--- config.mk ---
export PLATFORM = sky130hd
export DESIGN_NAME = i2c_slave_status
export DESIGN_NICKNAME = d
export VERILOG_FILES = /design/src/rtl/i2c_slv_pkg.sv /design/src/rtl/i2c_bus_mon.sv /design/src/rtl/i2c_slv_fsm.sv /design/src/rtl/i2c_slave_status.sv
export SDC_FILE = /design/constraint.sdc
export NUM_CORES = 1
export LEC_CHECK = 0
export BUFFER_PORTS_ARGS = -buffer_cell sky130_fd_sc_hd__buf_4
export CAP_MARGIN = 20
export CORE_MARGIN = 10
export CORE_UTILIZATION = 45
export DETAILED_ROUTE_END_ITERATION = 12
export RECOVER_POWER = 50
export SLEW_MARGIN = 20
export SYNTH_ARGS = -nofsm -noshare
export SYNTH_HDL_FRONTEND = slang
export SYNTH_HIERARCHICAL = 1
export SYNTH_SLANG_ARGS = --single-unit
--- constraint.sdc ---
create_clock -name clk -period 5.51 [get_ports clk]
set_clock_uncertainty 0.1 [all_clocks]
set_input_delay 0.8265 -clock clk [delete_from_list [all_inputs] [get_ports clk]]
set_output_delay 0.8265 -clock clk [all_outputs]
set_load 0.01 [all_outputs]
--- src/rtl/i2c_slv_pkg.sv ---
// Shared state encoding and status codes of the I2C slave engine.
package i2c_slv_pkg;
    typedef enum logic [2:0] {
        ST_IDLE, ST_ADDR, ST_AACK, ST_RX, ST_RACK, ST_TX, ST_TACK
    } slv_state_e;

    localparam logic [7:0] SC_OWN_W    = 8'h60;
    localparam logic [7:0] SC_OWN_W_AL = 8'h68;
    localparam logic [7:0] SC_GC       = 8'h70;
    localparam logic [7:0] SC_GC_AL    = 8'h78;
    localparam logic [7:0] SC_RX_ACK   = 8'h80;
    localparam logic [7:0] SC_RX_NACK  = 8'h88;
    localparam logic [7:0] SC_GRX_ACK  = 8'h90;
    localparam logic [7:0] SC_GRX_NACK = 8'h98;
    localparam logic [7:0] SC_END      = 8'hA0;
    localparam logic [7:0] SC_OWN_R    = 8'hA8;
    localparam logic [7:0] SC_OWN_R_AL = 8'hB0;
    localparam logic [7:0] SC_TX_ACK   = 8'hB8;
    localparam logic [7:0] SC_TX_NACK  = 8'hC0;
    localparam logic [7:0] SC_TX_LAST  = 8'hC8;
    localparam logic [7:0] SC_IDLE     = 8'hF8;
endpackage

--- src/rtl/i2c_bus_mon.sv ---
// Bus monitor: synchronises SCL and SDA through SYNC_STAGES flops and
// reports SCL edges plus START and STOP conditions as one-cycle pulses.
// Assumes the bus is far slower than clk (several clocks per SCL phase).
module i2c_bus_mon #(
    parameter int SYNC_STAGES = 2
) (
    input  logic clk,
    input  logic rst_n,
    input  logic scl_i,
    input  logic sda_i,
    output logic scl_s,
    output logic sda_s,
    output logic scl_rise,
    output logic scl_fall,
    output logic start_det,
    output logic stop_det
);
    localparam int TOP = SYNC_STAGES - 1;

    logic [TOP:0] scl_ff, sda_ff;
    logic         scl_p, sda_p;

    // Synchroniser chains, idle-high after reset.
    always_ff @(posedge clk) begin
        if (!rst_n) begin
            scl_ff <= '1;
            sda_ff <= '1;
        end else begin
            scl_ff[0] <= scl_i;
            sda_ff[0] <= sda_i;
            for (int i = 1; i <= TOP; i++) begin
                scl_ff[i] <= scl_ff[i-1];
                sda_ff[i] <= sda_ff[i-1];
            end
        end
    end

    assign scl_s = scl_ff[TOP];
    assign sda_s = sda_ff[TOP];

    // Previous synchronised levels for edge detection.
    always_ff @(posedge clk) begin
        if (!rst_n) begin
            scl_p <= 1'b1;
            sda_p <= 1'b1;
        end else begin
            scl_p <= scl_s;
            sda_p <= sda_s;
        end
    end

    assign scl_rise  = scl_s & ~scl_p;
    assign scl_fall  = ~scl_s & scl_p;
    assign start_det = scl_s & scl_p & sda_p & ~sda_s;
    assign stop_det  = scl_s & scl_p & ~sda_p & sda_s;
endmodule

--- src/rtl/i2c_slv_fsm.sv ---
// Byte engine: address match, receive and transmit shifting, ACK drive
// and status event generation. Rising SCL edges are counted so that the
// fall that ends a START is never taken for a data bit. Events are
// raised on the falling edge that closes the ACK clock.
module i2c_slv_fsm
    import i2c_slv_pkg::*;
#(
    parameter int DW = 8
) (
    input  logic          clk,
    input  logic          rst_n,
    input  logic          en,
    input  logic          ack_en,
    input  logic [DW-2:0] own_addr,
    input  logic          gc_en,
    input  logic          arb_lost,
    input  logic          flag_clr,
    input  logic [DW-1:0] dreg,
    input  logic          scl_s,
    input  logic          sda_s,
    input  logic          scl_rise,
    input  logic          scl_fall,
    input  logic          start_det,
    input  logic          stop_det,
    output logic          sda_oe,
    output logic          ev_valid,
    output logic [7:0]    ev_code,
    output logic          rx_valid,
    output logic [DW-1:0] rx_byte
);
    localparam int CW = $clog2(DW + 2);
    localparam logic [CW-1:0] LAST_BIT = CW'(DW);
    localparam logic [CW-1:0] ACK_BIT  = CW'(DW + 1);

    slv_state_e    state;
    logic [CW-1:0] cnt;
    logic [DW-1:0] sh, tsh;
    logic          gc_q, rw_q, al_q, ack_q, mack_q;
    logic          own_hit, gc_hit;

    assign own_hit = ack_en && (sh[DW-1:1] == own_addr) && (sh[DW-1:1] != '0);
    assign gc_hit  = ack_en && gc_en && (sh[DW-1:1] == '0) && !sh[0];

    // Bus-phase sequencing, bit counting and shift registers.
    always_ff @(posedge clk) begin
        if (!rst_n) begin
            state <= ST_IDLE; cnt <= '0; sh <= '0; tsh <= '1;
            gc_q <= 1'b0; rw_q <= 1'b0; al_q <= 1'b0;
            ack_q <= 1'b0; mack_q <= 1'b0;
        end else if (!en) begin
            state <= ST_IDLE;
            cnt   <= '0;
        end else if (start_det) begin
            state <= ST_ADDR;
            cnt   <= '0;
        end else if (stop_det) begin
            state <= ST_IDLE;
        end else begin
            if (flag_clr && state == ST_TX) tsh <= dreg;
            if (scl_rise && state != ST_IDLE) begin
                cnt <= cnt + 1'b1;
                if (state == ST_ADDR || state == ST_RX) sh <= {sh[DW-2:0], sda_s};
                if (state == ST_TACK) mack_q <= ~sda_s;
            end
            if (scl_fall) begin
                unique case (state)
                    ST_ADDR: if (cnt == LAST_BIT) begin
                        if (own_hit || gc_hit) begin
                            state <= ST_AACK;
                            gc_q  <= gc_hit;
                            rw_q  <= sh[0];
                            al_q  <= arb_lost;
                        end else begin
                            state <= ST_IDLE;
                        end
                    end
                    ST_AACK: if (cnt == ACK_BIT) begin
                        state <= rw_q ? ST_TX : ST_RX;
                        cnt   <= '0;
                    end
                    ST_RX: if (cnt == LAST_BIT) begin
                        state <= ST_RACK;
                        ack_q <= ack_en;
                    end
                    ST_RACK: if (cnt == ACK_BIT) begin
                        state <= ack_q ? ST_RX : ST_IDLE;
                        cnt   <= '0;
                    end
                    ST_TX: begin
                        tsh <= {tsh[DW-2:0], 1'b1};
                        if (cnt == LAST_BIT) state <= ST_TACK;
                    end
                    ST_TACK: if (cnt == ACK_BIT) begin
                        state <= (mack_q && ack_en) ? ST_TX : ST_IDLE;
                        cnt   <= '0;
                    end
                    default: ;
                endcase
            end
        end
    end

    // Event and status code selection for the register side.
    always_comb begin
        ev_valid = 1'b0;
        ev_code  = SC_IDLE;
        rx_valid = 1'b0;
        rx_byte  = sh;
        if (en) begin
            if ((start_det || stop_det) && state == ST_RX) begin
                ev_valid = 1'b1;
                ev_code  = SC_END;
            end else if (scl_fall && !start_det && !stop_det) begin
                if (state == ST_RX && cnt == LAST_BIT) rx_valid = 1'b1;
                if (state == ST_AACK && cnt == ACK_BIT) begin
                    ev_valid = 1'b1;
                    if (rw_q)      ev_code = al_q ? SC_OWN_R_AL : SC_OWN_R;
                    else if (gc_q) ev_code = al_q ? SC_GC_AL : SC_GC;
                    else           ev_code = al_q ? SC_OWN_W_AL : SC_OWN_W;
                end
                if (state == ST_RACK && cnt == ACK_BIT) begin
                    ev_valid = 1'b1;
                    if (gc_q) ev_code = ack_q ? SC_GRX_ACK : SC_GRX_NACK;
                    else      ev_code = ack_q ? SC_RX_ACK : SC_RX_NACK;
                end
                if (state == ST_TACK && cnt == ACK_BIT) begin
                    ev_valid = 1'b1;
                    if (!mack_q)     ev_code = SC_TX_NACK;
                    else if (ack_en) ev_code = SC_TX_ACK;
                    else             ev_code = SC_TX_LAST;
                end
            end
        end
    end

    // SDA pull-down: address ACK, data ACK, transmit bits.
    assign sda_oe = (state == ST_AACK) || (state == ST_RACK && ack_q) ||
                    (state == ST_TX && !tsh[DW-1]);


    sda_stable_hi_chk: assert property (@(posedge clk) disable iff (!rst_n)
        (en && $past(en) && scl_s && $past(scl_s) && !$past(start_det || stop_det))
        |-> $stable(sda_oe));


    off_quiet_chk: assert property (@(posedge clk) disable iff (!rst_n)
        !en |=> !sda_oe);
endmodule

--- src/rtl/i2c_slave_status.sv ---
// Top: register file (own address, control, data, status), interrupt
// flag and SCL stretching around the bus monitor and byte engine.
// Assumes open-drain pads outside: an *_oe_o of 1 pulls the line low.
module i2c_slave_status
    import i2c_slv_pkg::*;
#(
    parameter int SYNC_STAGES = 2,
    parameter int DW          = 8
) (
    input  logic          clk,
    input  logic          rst_n,
    input  logic          scl_i,
    input  logic          sda_i,
    output logic          scl_oe_o,
    output logic          sda_oe_o,
    input  logic          arb_lost_i,
    input  logic          wr_en_i,
    input  logic [1:0]    wr_addr_i,
    input  logic [DW-1:0] wr_data_i,
    input  logic [1:0]    rd_addr_i,
    output logic [DW-1:0] rd_data_o,
    output logic          irq_o
);
    localparam logic [1:0] RA_OWN = 2'd0, RA_CTL = 2'd1, RA_DAT = 2'd2, RA_STA = 2'd3;

    logic [DW-1:0] own_q, dat_q;
    logic [7:0]    sta_q;
    logic          en_q, acken_q, flag_q, stretch_q;
    logic          scl_s, sda_s, scl_rise, scl_fall, start_det, stop_det;
    logic          ctl_wr, flag_clr, ev_valid, rx_valid;
    logic [7:0]    ev_code;
    logic [DW-1:0] rx_byte;

    i2c_bus_mon #(.SYNC_STAGES(SYNC_STAGES)) u_mon (
        .clk(clk), .rst_n(rst_n), .scl_i(scl_i), .sda_i(sda_i),
        .scl_s(scl_s), .sda_s(sda_s), .scl_rise(scl_rise), .scl_fall(scl_fall),
        .start_det(start_det), .stop_det(stop_det)
    );

    assign ctl_wr   = wr_en_i && wr_addr_i == RA_CTL;
    assign flag_clr = ctl_wr && !wr_data_i[2] && flag_q;

    i2c_slv_fsm #(.DW(DW)) u_fsm (
        .clk(clk), .rst_n(rst_n), .en(en_q), .ack_en(acken_q),
        .own_addr(own_q[DW-1:1]), .gc_en(own_q[0]), .arb_lost(arb_lost_i),
        .flag_clr(flag_clr), .dreg(dat_q), .scl_s(scl_s), .sda_s(sda_s),
        .scl_rise(scl_rise), .scl_fall(scl_fall), .start_det(start_det),
        .stop_det(stop_det), .sda_oe(sda_oe_o), .ev_valid(ev_valid),
        .ev_code(ev_code), .rx_valid(rx_valid), .rx_byte(rx_byte)
    );

    // Software-written configuration registers.
    always_ff @(posedge clk) begin
        if (!rst_n) begin
            own_q <= '0; en_q <= 1'b0; acken_q <= 1'b0;
        end else if (wr_en_i) begin
            if (wr_addr_i == RA_OWN) own_q <= wr_data_i;
            if (ctl_wr) begin
                en_q    <= wr_data_i[0];
                acken_q <= wr_data_i[1];
            end
        end
    end

    // Data register: a received byte takes priority over a software write.
    always_ff @(posedge clk) begin
        if (!rst_n)                            dat_q <= '0;
        else if (rx_valid)                     dat_q <= rx_byte;
        else if (wr_en_i && wr_addr_i == RA_DAT) dat_q <= wr_data_i;
    end

    // Interrupt flag and status code; a bus event wins over a clear.
    always_ff @(posedge clk) begin
        if (!rst_n) begin
            flag_q <= 1'b0; sta_q <= SC_IDLE;
        end else if (ev_valid) begin
            flag_q <= 1'b1; sta_q <= ev_code;
        end else if (ctl_wr && !wr_data_i[2]) begin
            flag_q <= 1'b0; sta_q <= SC_IDLE;
        end
    end

    // Clock stretch: engage once SCL is low while the flag is pending.
    always_ff @(posedge clk) begin
        if (!rst_n) stretch_q <= 1'b0;
        else        stretch_q <= flag_q && (stretch_q || !scl_s);
    end

    assign scl_oe_o = stretch_q && flag_q;
    assign irq_o    = flag_q;

    // Register read multiplexer.
    always_comb begin
        unique case (rd_addr_i)
            RA_OWN:  rd_data_o = own_q;
            RA_CTL:  rd_data_o = DW'({flag_q, acken_q, en_q});
            RA_DAT:  rd_data_o = dat_q;
            default: rd_data_o = DW'(sta_q);
        endcase
    end


    stretch_hold_chk: assert property (@(posedge clk) disable iff (!rst_n)
        (flag_q && !scl_s) |=> (scl_oe_o || !flag_q));


    code_valid_chk: assert property (@(posedge clk) disable iff (!rst_n)
        $rose(flag_q) |-> (sta_q != SC_IDLE));
endmodule

==> results.tsv, run 1 <==
stage	metric	value	unit
layout	multi_input_area	1856	sq um
drt	wl_per_cell	16.74	um
timing	drv_slew	58	
power_and_ir_drop	internal_power	0.6852	mW
floorplanning	core_area	7176	sq um
timing	finalSetupViolCount	0	
timing	slew_headroom	-46.73	%
clocking	ctsResizeCount	0	
drt	met2WireLength	3524	um
critical_path	critPathLaunchType	input port	
clocking	clock_latency	340	ps
power_and_ir_drop	swShare	24.16	%
place	dp_hpwl	5553	um
grt	overflow	0	
power_and_ir_drop	power_frac_seq	51.0	%
clocking	clk_pin_slew	70	ps
clocking	cts_max_path_buffers	2	
grt	grt_max_degree	58	
drt	first_pass_iters	5	
layout	layout.nets	388	
timing	fmax	323.7	MHz
critical_path	end_kind	flop	
status	status	finished with violations	
floorplanning	die_h	105.4	um
status	violations	capacitance limit, slew limit	
critical_path	max_stage_delay	1530	ps
logic_synthesis	ys.flop_type	dfxtp_1	
clocking	ctsHoldBuffers	0	
power_and_ir_drop	p_leak	1.377	nW
logic_synthesis	synth-seq-cells	62	
grt	grt_pass1_wl	13190	um
timing	fin_crit_sh	56.07	%
clocking	clock_tree.root_cell	clkbuf_8	
drt	wirelength	7883	um
power_and_ir_drop	peakVddDrop	174.0	uV
logic_synthesis	syn_inst	348	
logic_synthesis	syn_avg_cell_area	9.420	sq um
logic_synthesis	synthArstFlopShare	0	%
timing	rsz0062_at_grt	no	
power_and_ir_drop	pwr-share-clk	41.9	%
drt	top_layer_used	met4	
logic_synthesis	seq_area_frac_synth	37.86	%
power_and_ir_drop	fin_total_pwr	0.9034	mW
layout	final_common_cell	dfxtp_1	
floorplanning	num_rows	31	
layout	seq_area	1241	sq um
critical_path	crit_buf_inv	1	
place	gp_congestion	0.8419	
clocking	cts_sinks	62	
run	max_cap_violations	1	
grt	grt.total_usage	14.54	%
grt	grt_pass1_vias	2590	
floorplanning	ios	29	
layout	mostFrequentLayoutCells	62 x dfxtp_1, 34 x nand2_1, 28 x buf_4	
critical_path	slowest_stage	clkbuf_1	
worst_hold_path	hold_depth	1	
critical_path	path_max_fanout	57	
critical_path	critPathTopFamily	buffers and inverters	
power_and_ir_drop	p_switching	0.2183	mW
drt	vias	2621	
floorplanning	dieArea	11100	sq um
layout	layout-drive-gt1-share	18.01	%
critical_path	crit_chain	clkbuf_1, nand3_1, or3_1, o22ai_1	
power_and_ir_drop	p_comb_share	7.1	%
critical_path	cp.arrival	3240	ps
power_and_ir_drop	power_density	248.0	nW/um^2
clocking	cts_buffers	9	
logic_synthesis	synth_edf_count	0	
critical_path	ff2ff_path_depth	6	
drt	drc	0	
logic_synthesis	yosys_warnings	6	
timing	hold_violations	0	
critical_path	path_class	input port to flop	
floorplanning	chipWidth	105.4	um
floorplanning	start_util	45.68	%
timing	tightest_slew	2201	ps
grt	antenna_found_initial	0	
drt	wl_met1	3834	um
layout	n_fill_cell	683	
place	io_buffers	28	
layout	diodes	0	
layout	area_delta_synth_final	11.14	%
drt	viasPerCell	5.565	
critical_path	cp_num_cells	4	
clocking	postCtsSetupRepairBufs	0	
drt	postRouteAntennaNets	0	
drt	drtIter0Drc	197	
logic_synthesis	syn-cell-area	3278	sq um
critical_path	worstPathRequired	5660	ps
timing	finalSetupTns	0	ps
clocking	cts_max_level	3	
worst_hold_path	hold_class	flop to flop	
drt	route.met3.wl	428	um
clocking	cts_tree	done	
logic_synthesis	synth.lib_cells_used.distinct	62	
timing	fin_crit	3089	ps
## worst register-to-register path, stage by stage (launching register included)
cell and delay (ps):
dfxtp_1 360, nor2b_1 550, nor3b_1 480, a21oi_1 130, nor2b_1 400, nand2_1 250, o22a_1 350
## routing by layer
layer  up-vias  GRT usage (%)
li1       1294              -
met1      1258          19.88
met2        61          21.78
met3         8          3.715
met4         0          4.706
met5         -              0
## stage by stage
step / util, % / std cells / worst slack [ps] / hold WS (ps) / area (sq um)
6_report: 50.78 / 471 / 2421 / 307.8 / 3643
5_1_grt: 50.78 / 471 / 2150 / 336.7 / 3643
4_1_cts: 50.88 / 471 / 2696 / 309.0 / 3651
3_5_place_dp: 48.28 / 455 / 2824 / 292.2 / 3465
3_3_place_gp: 48.28 / 455 / 2835 / 290.8 / 3465
2_1_floorplan: - / 350 / 3007 / 286.3 / 3286
## cells in the mapped netlist (2+ instances only)
master	instances	area, sq um
nand2_1	34	127.6
xnor2_1	4	35.03
nor2b_1	26	162.7
and4b_1	2	20.02
o2bb2ai_1	7	61.31
buf_6	3	33.78
o22a_1	5	43.79
nand3b_1	3	22.52
nor4_1	3	18.77
o22ai_1	10	62.56
buf_2	4	20.02
nor3_1	6	30.03
a21oi_1	24	120.1
mux2i_1	24	240.2
mux4_2	3	67.56
dfxtp_1	62	1241
nand4b_2	2	30.03
nor2_1	16	60.06
a32o_1	4	40.04
nor3b_1	3	22.52
clkbuf_1	8	30.03
inv_1	5	18.77
buf_4	6	45.04
nand4b_1	2	17.52
nand2b_1	6	37.54
mux2_2	5	56.30
a31oi_1	3	18.77
o21ai_0	16	80.08
nand3_1	4	20.02
xor2_1	7	61.31
o32ai_1	2	17.52
ha_1	3	37.54
and2_1	2	12.51
nand4_1	2	12.51
a22o_1	5	43.79
## cell type report
cell class              count  area share [%]
clock buffers              13           4.636
clock inverters             3          0.4808
inverters                   5          0.5151
multi-input cells         259           50.93
flip-flops and latches     62           34.07
well taps                  99           3.400
repair buffers             30           5.975
## power by group through the flow
stage	logic, mW	registers (mW)	clock network (mW)
after floorplan	0.0430	0.468	0
after global placement	0.0640	0.471	0
after detailed placement	0.0643	0.471	0
after CTS	0.0645	0.461	0.381
after global routing	0.0705	0.462	0.403
final	0.0641	0.461	0.378
## sequential cells by signal (all words and copies together) (netlist names)
| register | flops |
|---|---|
| dat_q | 8 |
| own_q | 8 |
| sta_q | 8 |
| u_fsm/rx_byte | 8 |
| u_fsm/tsh | 8 |
| u_fsm/cnt | 4 |
| u_fsm/state | 3 |
| u_mon/scl_ff | 2 |
| u_mon/sda_ff | 2 |
| acken_q | 1 |
| en_q | 1 |
| irq_o | 1 |
| stretch_q | 1 |
| u_fsm/ack_q | 1 |
| u_fsm/al_q | 1 |
| u_fsm/gc_q | 1 |
| u_fsm/mack_q | 1 |
| u_fsm/rw_q | 1 |
| u_mon/scl_p | 1 |
| u_mon/sda_p | 1 |
## final timing paths
path	startpoint	to	slack [ps]
setup reg to reg	u_mon/scl_p	sta_q[4]	2780
hold / removal	u_mon/scl_ff[0]	u_mon/scl_ff[1]	310
hold reg to reg	u_mon/scl_ff[0]	u_mon/scl_ff[1]	310
setup / recovery	rst_n	u_fsm/state[1]	2420
## kinds of logic after synthesis
family | synth area share (%)
DFF | 37.86
AOI/OAI and AO/OA | 17.86
and+or+nand+nor | 22.86
muxes | 11.45
adders and majority gates | 1.145
buffers and inverters | 5.763
other | 0.1144
xor gates and xnor gates | 2.939
Note: power is estimated with default switching activity, not from simulation.
==> inputs of run 2 (changes only) <==
Clock period 5.51 ns to 2.99 ns, I/O delays scaled along.
==> run 2 against run 1 <==
- the flow still finishes with violations (capacitance limit, slew limit)
- cell count is 1.5% higher
- setup slack worse by 1900 ps
- worst hold slack worse by 120 ps
- count of clock-buffer cells in the layout stayed put
- via count is 0.15% higher
- non-clock buffer count is 7 higher
- global-route usage is 0.51 points higher
- critical endpoint is now u_fsm/gc_q
==> results.tsv, run 2 (synthesis gave the netlist of run 1 again) <==
stage	metric	value	unit	change
timing	slew_headroom	-6.420	%	+40 points
drt	wl_met1	4065	um	+6.0%
drt	viasPerCell	5.492		-1.3%
power_and_ir_drop	fin_total_pwr	1.718	mW	+90%
layout	layout-drive-gt1-share	16.62	%	-1.4 points
layout	n_fill_cell	673		-1.5%
clocking	postCtsSetupRepairBufs	0		unchanged
place	placed_area	3517	sq um	+1.5%
timing	drv_slew	40		-31%
drt	vias	2625		+0.15%
layout	mostFrequentLayoutCells	62 x dfxtp_1, 34 x nand2_1, 27 x buf_4		
place	io_buffers	28		unchanged
run	max_cap_violations	1		unchanged
timing	finalSetupTns	0	ps	unchanged
timing	rsz0062_at_grt	no		
drt	drc	0		unchanged
grt	overflow	0		unchanged
place	gp_congestion	0.8761		+4.1%
floorplanning	dieArea	11100	sq um	unchanged
place	dp_hpwl	5789	um	+4.2%
layout	diodes	0		unchanged
layout	post-route-util	51.30	%	+0.52 points
critical_path	end_kind	flop		
drt	top_layer_used	met4		
timing	finalSetupViolCount	0		unchanged
status	status	finished with violations		
drt	first_pass_iters	4		-1
power_and_ir_drop	power_density	466.7	nW/um^2	+88%
layout	area_delta_synth_final	12.29	%	
floorplanning	chipWidth	105.4	um	unchanged
grt	grt.total_usage	15.05	%	+0.51 points
timing	tightest_slew	1596	ps	-604.6 ps
clocking	cts_buffers	9		unchanged
critical_path	worstPathRequired	3150	ps	-2510 ps
floorplanning	start_util	45.68	%	unchanged
floorplanning	num_rows	31		unchanged
power_and_ir_drop	p_leak	1.388	nW	+0.78%
timing	fin_crit	2472	ps	
timing	hold_violations	0		unchanged
grt	grt_pass1_vias	2675		+3.3%
grt	grt_max_degree	40		-31%
drt	drtIter0Drc	137		-30%
timing	fin_crit_sh	82.69	%	
status	violations	capacitance limit, slew limit		
clocking	cts_max_path_buffers	2		unchanged
clocking	clock_tree.root_cell	clkbuf_8		
critical_path	critPathLaunchType	input port		
grt	antenna_found_initial	0		unchanged
timing	fmax	404.5	MHz	
clocking	cts_sinks	62		unchanged
power_and_ir_drop	peakVddDrop	233.8	uV	+34%
drt	met2WireLength	3423	um	-2.9%
grt	grt_pass1_wl	13660	um	+3.6%
critical_path	path_max_fanout	39		-32%
layout	fin_area	3681	sq um	+1.0%
clocking	clk_pin_slew	70	ps	about the same
critical_path	path_class	input port to flop		
layout	final_common_cell	dfxtp_1		
clocking	ctsResizeCount	0		unchanged
drt	route.met3.wl	435	um	+1.6%
drt	wirelength	8065	um	+2.3%
floorplanning	core_area	7176	sq um	unchanged
drt	postRouteAntennaNets	0		unchanged
worst_hold_path	hold_class	input port to flop		
critical_path	cp.arrival	2630	ps	-610 ps
drt	wl_per_cell	16.87	um	+0.81%
clocking	ctsHoldBuffers	0		unchanged
floorplanning	die_h	105.4	um	unchanged
clocking	clock_latency	340	ps	about the same
floorplanning	ios	29		unchanged
layout	layout.nets	395		+1.8%
clocking	cts_tree	done		
clocking	cts_max_level	3		unchanged
## run 2: path summary, 6_finish.rpt
kind	end	startpoint	depth (start not counted)	slack (ps)
setup / recovery	u_fsm/gc_q	rst_n	4	520
hold / removal	u_mon/sda_ff[0]	sda_i	2	190
setup reg to reg	sta_q[5]	u_mon/sda_ff[1]	6	660
hold reg to reg	u_mon/sda_ff[1]	u_mon/sda_ff[0]	1	310
## run 2: area by class of cell
class	instances	area, sq um	share of cell area [%]
clock buffer	13	158.9	4.317
clock inverter	3	42.54	1.156
inverter	5	18.77	0.5099
multi-input combinational	259	1856	50.41
sequential	62	1241	33.72
tap	99	123.9	3.365
timing repair buffer	37	240.2	6.526
## run 2: critical path, cell delays in order
cell      delay (ps)
clkbuf_1        1120
clkbuf_1         660
o21ai_0          200
a31oi_1          190
## run 2: per-stage QoR
| step | setup WS [ps] | hold slack [ps] | cells |
|---|---|---|---|
| finish | 517.7 | 190.7 | 478 |
| global route | 278.8 | 176.6 | 478 |
| CTS | 750.9 | 180.4 | 478 |
| detailed placement | 678.0 | 295.8 | 462 |
| global placement | 686.2 | 289.5 | 462 |
| floorplan | 961.8 | 286.3 | 350 |
## run 2: per-layer routing
metal	global-route usage (%)	vias up
met5	0	-
met4	6.471	0
met3	4.202	13
met2	22.27	58
met1	20.01	1239
li1	-	1315
## run 2: power breakdown
| group | internal [mW] | leakage [nW] | switching (mW) |
|---|---|---|---|
| logic | 0.0563 | 0.786 | 0.0616 |
| registers | 0.837 | 0.502 | 0.0112 |
| clock network | 0.430 | 0.0996 | 0.322 |
| total | 1.32 | 1.39 | 0.395 |
==> inputs of run 3 (changes only) <==
Clock period 2.99 ns to 2.5 ns, I/O delays scaled along.
==> run 3 against run 2 <==
- the run now ends clean
- sequential share of layout area is 0.50 points higher
- via count is 2.1% higher
- clock power is 2.7% higher
- cell count is 1.0% higher
- flip-flop and latch count stayed put
- total power is 12% higher
- cell area is 1.5% lower
- utilization is 0.75 points lower
- non-clock buffer count is 5 higher
- first-iteration DRC count is 45% higher
- highest routed layer unchanged
==> results.tsv, run 3 (synthesis gave the netlist of run 1 again) <==
stage	metric	value	unit	change
critical_path	path_max_fanout	9		-77%
timing	fin_crit	2274	ps	
critical_path	end_kind	flop		
critical_path	critPathTopFamily	simple AND/OR/NAND/NOR gates		
layout	layout.nets	400		+1.3%
critical_path	critPathLaunchType	flop		
layout	instances_no_fill	483		+1.0%
grt	antenna_found_initial	0		unchanged
power_and_ir_drop	p_leak	1.377	nW	-0.78%
drt	drc	0		unchanged
clocking	clock_latency	340	ps	about the same
floorplanning	die_h	105.4	um	unchanged
critical_path	cp.arrival	2410	ps	-220 ps
clocking	cts_buffers	9		unchanged
grt	grt.total_usage	14.66	%	-0.39 points
floorplanning	ios	29		unchanged
layout	fin_area	3627	sq um	-1.5%
critical_path	cp_num_cells	7		+3
drt	postRouteAntennaNets	0		unchanged
timing	fmax	439.8	MHz	
timing	finalSetupViolCount	0		unchanged
clocking	postCtsSetupRepairBufs	0		unchanged
clocking	clock_tree.root_cell	clkbuf_8		
layout	diodes	0		unchanged
drt	vias	2680		+2.1%
layout	area_delta_synth_final	10.65	%	
grt	overflow	0		unchanged
grt	grt_pass1_wl	13280	um	-2.8%
critical_path	crit_end	u_fsm/rx_byte[2]		
timing	drv_slew	0		-100%
timing	finalSetupTns	0	ps	unchanged
floorplanning	core_area	7176	sq um	unchanged
critical_path	crit_chain	and4b_1, nor3b_1, clkbuf_1, nand4b_1, clkbuf_2, mux2i_1, nor2b_1		
floorplanning	chipWidth	105.4	um	unchanged
drt	drtIter0Drc	199		+45%
clocking	ctsHoldBuffers	0		unchanged
critical_path	crit_buf_inv	2		unchanged
timing	hold_violations	0		unchanged
critical_path	ff2ff_path_depth	7		+1
place	gp_congestion	0.8280		-5.5%
timing	rsz0062_at_grt	no		
worst_hold_path	hold_start	scl_i		
timing	tightest_slew	743.9	ps	-852.4 ps
drt	first_pass_iters	4		unchanged
drt	wirelength	8227	um	+2.0%
grt	grt_max_degree	40		unchanged
status	status	finished clean		
run	max_cap_violations	0		-1
critical_path	startpoint	u_mon/sda_ff[1]		
clocking	cts_max_path_buffers	2		unchanged
floorplanning	start_util	45.68	%	unchanged
place	placed_area	3555	sq um	+1.1%
grt	grt_pass1_vias	2564		-4.1%
clocking	clk_pin_slew	70	ps	about the same
layout	final_common_cell	dfxtp_1		
drt	viasPerCell	5.549		+1.0%
place	dp_hpwl	5893	um	+1.8%
critical_path	slowest_stage	clkbuf_1		
layout	mostFrequentLayoutCells	62 x dfxtp_1, 34 x nand2_1, 27 x buf_4		
critical_path	r2r_setup_slack	230	ps	-430 ps
clocking	cts_max_level	3		unchanged
power_and_ir_drop	power_density	531.8	nW/um^2	+14%
place	dp_cells	467		+1.1%
layout	layout-drive-gt1-share	15.89	%	-0.74 points
critical_path	rr_startpoint	u_mon/sda_ff[1]		
power_and_ir_drop	peakVddDrop	307.6	uV	+32%
clocking	cts_sinks	62		unchanged
critical_path	worstPathRequired	2640	ps	-510 ps
timing	slew_headroom	50.40	%	+57 points
floorplanning	dieArea	11100	sq um	unchanged
critical_path	rr_endpoint	u_fsm/rx_byte[2]		
clocking	ctsResizeCount	0		unchanged
place	io_buffers	28		unchanged
critical_path	max_stage_delay	420	ps	-700 ps
drt	wl_per_cell	17.03	um	+0.95%
timing	fin_crit_sh	90.94	%	
floorplanning	num_rows	31		unchanged
worst_hold_path	hold_class	input port to flop		
clocking	cts_tree	done		
critical_path	path_class	flop to flop		
## run 3: worst register-to-register path, delay by kind of cell (launching register included)
kind                   cells  cell delay, ps
AND/OR/NAND/NOR            4             790
multiplexers               1             220
flip-flops                 1             380
buffers and inverters      2             690
## run 3: per-layer routing
metal / GRT usage [%] / wire [um] / up-vias
li1: - / - / 1327
met1: 19.59 / 4023 / 1272
met2: 22.09 / 3667 / 68
met3: 3.593 / 424 / 13
met4: 5.980 / 111 / 0
met5: 0 / 0 / -
## run 3: area by class of cell
cell class / count / area, sq um
clock buffer: 12 / 145.1
fill: 693 / 3548
tap: 99 / 123.9
sequential: 62 / 1241
inverter: 5 / 18.77
timing repair buffer: 42 / 260.3
clock inverter: 4 / 22.52
multi-input combinational: 259 / 1815
## run 3: worst min path at each step
stage / to / slack [ps] / cells past startpoint
2_1_floorplan: u_mon/scl_ff[1] / 290 / 1
3_3_place_gp: u_mon/scl_ff[1] / 290 / 1
3_5_place_dp: u_mon/scl_ff[1] / 290 / 1
4_1_cts: u_mon/scl_ff[0] / 100 / 2
5_1_grt: u_mon/scl_ff[0] / 120 / 2
6_report: u_mon/scl_ff[0] / 110 / 2
## run 3: report_power, final
group,total [mW],switching (mW),leakage (nW),internal [mW]
Combinational,0.143,0.0757,0.788,0.0670
Clock,0.772,0.390,0.0861,0.382
Sequential,1.01,0.0133,0.502,1.00
Total,1.93,0.479,1.38,1.45
## run 3: stage by stage
stage	hold slack (ps)	total power [mW]	setup WS, ps	util [%]
after floorplan	286.3	1.126	471.8	-
final	109.8	1.929	226.5	50.55
after global routing	116.1	1.989	94.67	50.55
after detailed placement	291.8	1.188	267.5	49.54
after CTS	103.7	1.950	270.7	51.87
after global placement	288.7	1.187	312.6	49.54
